`src/rtl/fcnt_pkg.sv`:
```
package fcnt_pkg;

  typedef enum logic {
    GATE_IDLE = 1'b0,
    GATE_OPEN = 1'b1
  } gate_state_e;

  function automatic int unsigned sel_width(input int unsigned n);
    return (n > 1) ? $clog2(n) : 1;
  endfunction

endpackage

```
`src/rtl/fcnt_edge_sync.sv`:
```
module fcnt_edge_sync #(
  parameter int STAGES = 2
) (
  input  logic clk,
  input  logic rst,
  input  logic async_in,
  output logic rise_o
);

  logic [STAGES-1:0] sync_q;
  logic              prev_q;

  always_ff @(posedge clk) begin
    if (rst) begin
      sync_q <= '0;
      prev_q <= 1'b0;
    end else begin
      sync_q <= {sync_q[STAGES-2:0], async_in};
      prev_q <= sync_q[STAGES-1];
    end
  end

  assign rise_o = sync_q[STAGES-1] & ~prev_q;

endmodule

```
`src/rtl/fcnt_timebase.sv`:
```
module fcnt_timebase #(
  parameter int BASE_DIV   = 100,
  parameter int NUM_RANGES = 4
) (
  input  logic                  clk,
  input  logic                  rst,
  input  logic                  clr,
  input  logic                  run,
  output logic [NUM_RANGES-1:0] tick_o
);

  localparam int PRE_W = (BASE_DIV > 2) ? $clog2(BASE_DIV) : 1;
  localparam logic [PRE_W-1:0] PRE_LAST = PRE_W'(BASE_DIV - 1);

  logic [PRE_W-1:0] pre_q;

  always_ff @(posedge clk) begin
    if (rst || clr) begin
      pre_q <= '0;
    end else if (run) begin
      pre_q <= (pre_q == PRE_LAST) ? '0 : pre_q + PRE_W'(1);
    end
  end

  assign tick_o[0] = run & (pre_q == PRE_LAST);

  for (genvar k = 1; k < NUM_RANGES; k++) begin : g_decade
    logic [3:0] dec_q;

    always_ff @(posedge clk) begin
      if (rst || clr) begin
        dec_q <= 4'd0;
      end else if (tick_o[k-1]) begin
        dec_q <= (dec_q == 4'd9) ? 4'd0 : dec_q + 4'd1;
      end
    end

    assign tick_o[k] = tick_o[k-1] & (dec_q == 4'd9);
  end

endmodule

```
`src/rtl/fcnt_gate_fsm.sv`:
```
module fcnt_gate_fsm
  import fcnt_pkg::*;
#(
  parameter int NUM_RANGES = 4,
  parameter int RW         = 2
) (
  input  logic                  clk,
  input  logic                  rst,
  input  logic                  start,
  input  logic                  run_cont,
  input  logic [RW-1:0]         range_sel,
  input  logic [NUM_RANGES-1:0] tick_vec,
  output logic                  gate_open,
  output logic                  gate_clr,
  output logic                  gate_close,
  output logic [RW-1:0]         range_q
);

  localparam logic [RW-1:0] TOP_CODE = RW'(NUM_RANGES - 1);

  gate_state_e   state_q, state_d;
  logic [RW-1:0] sel_clamped;

  assign sel_clamped = (range_sel > TOP_CODE) ? TOP_CODE : range_sel;
  assign gate_open   = (state_q == GATE_OPEN);
  assign gate_close  = gate_open & tick_vec[range_q];
  assign gate_clr    = (!gate_open & (start | run_cont)) | (gate_close & run_cont);

  always_comb begin
    state_d = state_q;
    case (state_q)
      GATE_IDLE: if (start || run_cont) state_d = GATE_OPEN;
      GATE_OPEN: if (gate_close)        state_d = run_cont ? GATE_OPEN : GATE_IDLE;
      default:                          state_d = GATE_IDLE;
    endcase
  end

  always_ff @(posedge clk) begin
    if (rst) begin
      state_q <= GATE_IDLE;
      range_q <= '0;
    end else begin
      state_q <= state_d;
      if (gate_clr) range_q <= sel_clamped;
    end
  end

endmodule

```
`src/rtl/fcnt_accum.sv`:
```
module fcnt_accum #(
  parameter int CNT_W = 16
) (
  input  logic             clk,
  input  logic             rst,
  input  logic             clr,
  input  logic             en,
  input  logic             pulse,
  output logic [CNT_W-1:0] cnt_q,
  output logic [CNT_W-1:0] sum_o,
  output logic             ovf_o
);

  localparam logic [CNT_W-1:0] CNT_MAX = {CNT_W{1'b1}};

  logic ovf_q;
  logic hit_max;

  assign hit_max = pulse & (cnt_q == CNT_MAX);
  assign sum_o   = hit_max ? CNT_MAX : cnt_q + CNT_W'(pulse);
  assign ovf_o   = ovf_q | hit_max;

  always_ff @(posedge clk) begin
    if (rst || clr) begin
      cnt_q <= '0;
      ovf_q <= 1'b0;
    end else if (en) begin
      cnt_q <= sum_o;
      ovf_q <= ovf_o;
    end
  end

endmodule

```
`src/rtl/freq_gate_counter.sv`:
```
module freq_gate_counter
  import fcnt_pkg::*;
#(
  parameter int BASE_DIV    = 100,
  parameter int NUM_RANGES  = 4,
  parameter int CNT_W       = 16,
  parameter int SYNC_STAGES = 2,
  localparam int RW         = sel_width(NUM_RANGES)
) (
  input  logic             clk,
  input  logic             rst,
  input  logic             sig_in,
  input  logic [RW-1:0]    range_sel,
  input  logic             run_cont,
  input  logic             start,
  output logic [CNT_W-1:0] result_o,
  output logic [RW-1:0]    range_code_o,
  output logic             overflow_o,
  output logic             result_valid_o
);

  logic                  sig_rise;
  logic                  gate_open;
  logic                  gate_clr;
  logic                  gate_close;
  logic [RW-1:0]         range_q;
  logic [NUM_RANGES-1:0] tick_vec;
  logic [CNT_W-1:0]      acc_cnt;
  logic [CNT_W-1:0]      acc_sum;
  logic                  acc_ovf;

  fcnt_edge_sync #(.STAGES(SYNC_STAGES)) u_sync (
    .clk      (clk),
    .rst      (rst),
    .async_in (sig_in),
    .rise_o   (sig_rise)
  );

  fcnt_timebase #(.BASE_DIV(BASE_DIV), .NUM_RANGES(NUM_RANGES)) u_tb (
    .clk    (clk),
    .rst    (rst),
    .clr    (gate_clr),
    .run    (gate_open),
    .tick_o (tick_vec)
  );

  fcnt_gate_fsm #(.NUM_RANGES(NUM_RANGES), .RW(RW)) u_gate (
    .clk        (clk),
    .rst        (rst),
    .start      (start),
    .run_cont   (run_cont),
    .range_sel  (range_sel),
    .tick_vec   (tick_vec),
    .gate_open  (gate_open),
    .gate_clr   (gate_clr),
    .gate_close (gate_close),
    .range_q    (range_q)
  );

  fcnt_accum #(.CNT_W(CNT_W)) u_acc (
    .clk   (clk),
    .rst   (rst),
    .clr   (gate_clr),
    .en    (gate_open),
    .pulse (sig_rise),
    .cnt_q (acc_cnt),
    .sum_o (acc_sum),
    .ovf_o (acc_ovf)
  );

  always_ff @(posedge clk) begin
    if (rst) begin
      result_o       <= '0;
      range_code_o   <= '0;
      overflow_o     <= 1'b0;
      result_valid_o <= 1'b0;
    end else if (gate_close) begin
      result_o       <= acc_sum;
      range_code_o   <= range_q;
      overflow_o     <= acc_ovf;
      result_valid_o <= 1'b1;
    end
  end

endmodule

```
`config.mk`:
```
export PLATFORM = sky130hd
export DESIGN_NAME = freq_gate_counter
export DESIGN_NICKNAME = d
export VERILOG_FILES = /design/src/rtl/fcnt_pkg.sv /design/src/rtl/fcnt_edge_sync.sv /design/src/rtl/fcnt_timebase.sv /design/src/rtl/fcnt_gate_fsm.sv /design/src/rtl/fcnt_accum.sv /design/src/rtl/freq_gate_counter.sv
export SDC_FILE = /design/constraint.sdc
export NUM_CORES = 1
export LEC_CHECK = 0
export ABC_CLOCK_PERIOD_IN_PS = 2950
export BUFFER_PORTS_ARGS = -buffer_cell sky130_fd_sc_hd__buf_2
export CAP_MARGIN = 15
export CELL_PAD_IN_SITES_DETAIL_PLACEMENT = 1
export CELL_PAD_IN_SITES_GLOBAL_PLACEMENT = 1
export CORE_MARGIN = 4
export CORE_UTILIZATION = 33
export CTS_BUF_LIST = sky130_fd_sc_hd__clkbuf_16
export DETAILED_ROUTE_END_ITERATION = 10
export PLACE_DENSITY = 0.7
export SLEW_MARGIN = 20
export SYNTH_ARGS = -nofsm -noshare
export SYNTH_HDL_FRONTEND = slang
export SYNTH_SLANG_ARGS = --single-unit
```
`constraint.sdc`:
```
create_clock -name clk -period 2.95 [get_ports clk]
set_input_delay 0.1475 -clock clk [delete_from_list [all_inputs] [get_ports clk]]
set_output_delay 0.1475 -clock clk [all_outputs]
set_load 0.05 [all_outputs]
```
==> reports/metrics.yaml <==
cts_setup_buffers: 0
die_h_um: 105
cp_data_required_time_ns: 3.17
crit_chain: "ha_1 -> nand4b_1 -> a211oi_2 -> a21o_1 -> buf_4 -> nor2_1 -> a311oi_1"
rows: 35
num_antenna_cells: 0
grt_setup_unrepaired: "no"
viasPerCell: 5.15
fill_cells: 1072
postCtsHoldBufs: 0
ctsResizeCount: 0
clkPwrFrac: 0.529
regArea_sq_um: 1240
powerDensity_nw_per_um2: 547
switching_power_uw: 450
critPathMaxFanout: 37
synth_fp_nets: 346
grt_pass1_vias: 2547
yosysSeqAreaShare: 0.397
crit_type: "register to register"
ys_ff_latch: 62
nNetsFinal: 364
layout_common_cells: "dfxtp_1, nor2_1, buf_2"
die_area_sq_um: 11100
start_util: 0.338
clkLatencyLatePin_ns: 0.32
cap_violations: 0
holdCritPathClass: "input port to register"
swShare: 0.227
cts_max_level: 3
power_frac_seq: 0.432
drtIter0Drc: 76
final_common_cell: "dfxtp_1"
slew_viol_final: 0
firstDrtPassIters: 4
drc_errors: 0
routed_wl_um: 7340
finalSetupTns_ns: 0
avgSynthCellArea_sq_um: 9.30
ant_nets: 0
grt_pass1_wl_um: 12600
multiInputGateArea_sq_um: 1700
hold_ws_ns: 0.0334
layout-drive-gt1-share: 0.220
avgRoutedWirePerCell_um: 15.0
hpwl_um: 5030
cts-root-buf: "clkbuf_16"
finalSetupViolCount: 0
hold_viol: 0
slew-limit-headroom: 0.609
worstMarginPinSlew_ns: 0.586
clk_pin_slew_ns: 0.06
ys_async_sr_fraction: 0
status: "finished, final reports clean"
cp_slowest_cell: "a211oi_2"
max_stage_delay_ns: 0.42
ios: 27
worstSetupEndpointType: "register"
die_w_um: 105
grt_max_degree: 38
leakage_uw: 0.00132
yosysUniqueCellTypes: 48
clockBufferDepth: 2
cts_made_buffers: 9
cts.sinks: 62
finalClockSkew_ns: 0.0104
synth-edff-count: 0
via_count: 2512
p_int_uw: 1530
core-area_sq_um: 9240
globalRoute.totalOverflow: 0
synth_area_sq_um: 3130
synthToLayoutAreaGrowth_pct: 15.7
antenna_found_initial: 0
peakVddDrop_uv: 310
comb_power_share: 0.039
start_kind: "register"
min_period_ns: 2.30
synthFlopType: "dfxtp_1"
finalCritPeriodShare: 0.781
yosys_warnings: 0
grt_util_all_layers: 0.139
fmax_mhz: 434
worstPathArrival_ns: 2.52
netlist_instances: 336
place_congestion: 0.763
port_buffers: 26
cts_tree: "done"
[flip-flops by register name (all words and copies together) (netlist names)]
name	count
u_tb.pre_q	7
result_valid_o	1
u_sync.prev_q	1
u_sync.sync_q	2
u_acc.ovf_q	1
result_o	16
overflow_o	1
u_gate.range_q	2
u_tb.g_decade.dec_q	12
u_gate.gate_open	1
range_code_o	2
u_acc.cnt_q	16
[final timing paths]
kind	startpoint	end	slack, ns	cells after the start
worst max-delay path	u_tb.pre_q[0]	result_o[4]	0.65	7
worst min-delay path	sig_in	u_sync.sync_q[0]	0.03	2
worst max register to register	u_tb.pre_q[0]	result_o[4]	0.65	7
worst min register to register	u_sync.sync_q[0]	u_sync.sync_q[1]	0.44	1
[cells by family after synthesis]
group | share of synthesized area
AO/OA/AOI/OAI | 0.208
XOR/XNOR | 0.0701
adder cells (fa/ha/maj) | 0.0120
buffers and inverters | 0.0604
flip-flops | 0.397
multiplexers | 0.0256
AND/OR/NAND/NOR | 0.227
[synth_stat cells, types with 9 or more instances]
library cell	instances	area share
a211oi_2	9	0.036
a21oi_1	17	0.027
a311oi_1	12	0.034
and3_1	10	0.020
clkbuf_1	10	0.012
dfxtp_1	62	0.40
inv_1	9	0.011
nand2_1	10	0.012
nand3_1	10	0.016
nor2_1	47	0.056
nor2b_1	10	0.020
o21ai_0	13	0.021
xnor2_1	15	0.042
xor2_1	10	0.028
[worst max-delay path: cells and delay by family, from the launching register on]
kind | cells | cell delay [ns]
buffers and inverters | 1 | 0.40
AND/OR/NAND/NOR | 2 | 0.32
adder cells (fa/ha/maj) | 1 | 0.23
flip-flops | 1 | 0.36
AO/OA/AOI/OAI | 3 | 0.86
[metrics by stage]
stage	utilization	total power (uW)	cells	cell area, sq um	worst slack (ns)
after detailed placement	0.359	949	472	3320	0.686
after global placement	0.359	947	472	3320	0.797
after floorplan	-	926	336	3130	1.06
final	0.391	1980	488	3620	0.647
after global routing	0.391	2050	488	3620	0.407
after CTS	0.391	2010	488	3620	0.654
[power groups by stage]
stage | Sequential (uW) | Clock, uW | Combinational [uW]
2_1_floorplan | 869 | 0 | 56.8
3_3_place_gp | 871 | 0 | 75.8
3_5_place_dp | 872 | 0 | 76.7
4_1_cts | 854 | 1070 | 78.0
5_1_grt | 855 | 1110 | 85.0
6_report | 854 | 1050 | 76.7
[cell type report]
class	count	share of cell area
multi-input cells	240	0.469
flip-flops and latches	62	0.343
clock buffers	9	0.0623
repair buffers	32	0.0519
well taps	129	0.0446
clock inverters	7	0.0201
inverters	9	0.00934
[metal layers]
layer,track usage,up-vias,share of wire
li1,-,1237,-
met1,0.172,1223,0.47
met2,0.242,46,0.49
met3,0.0349,6,0.040
met4,0.0309,0,0.0071
met5,0,-,0
Power figures use the tool's default switching activity.
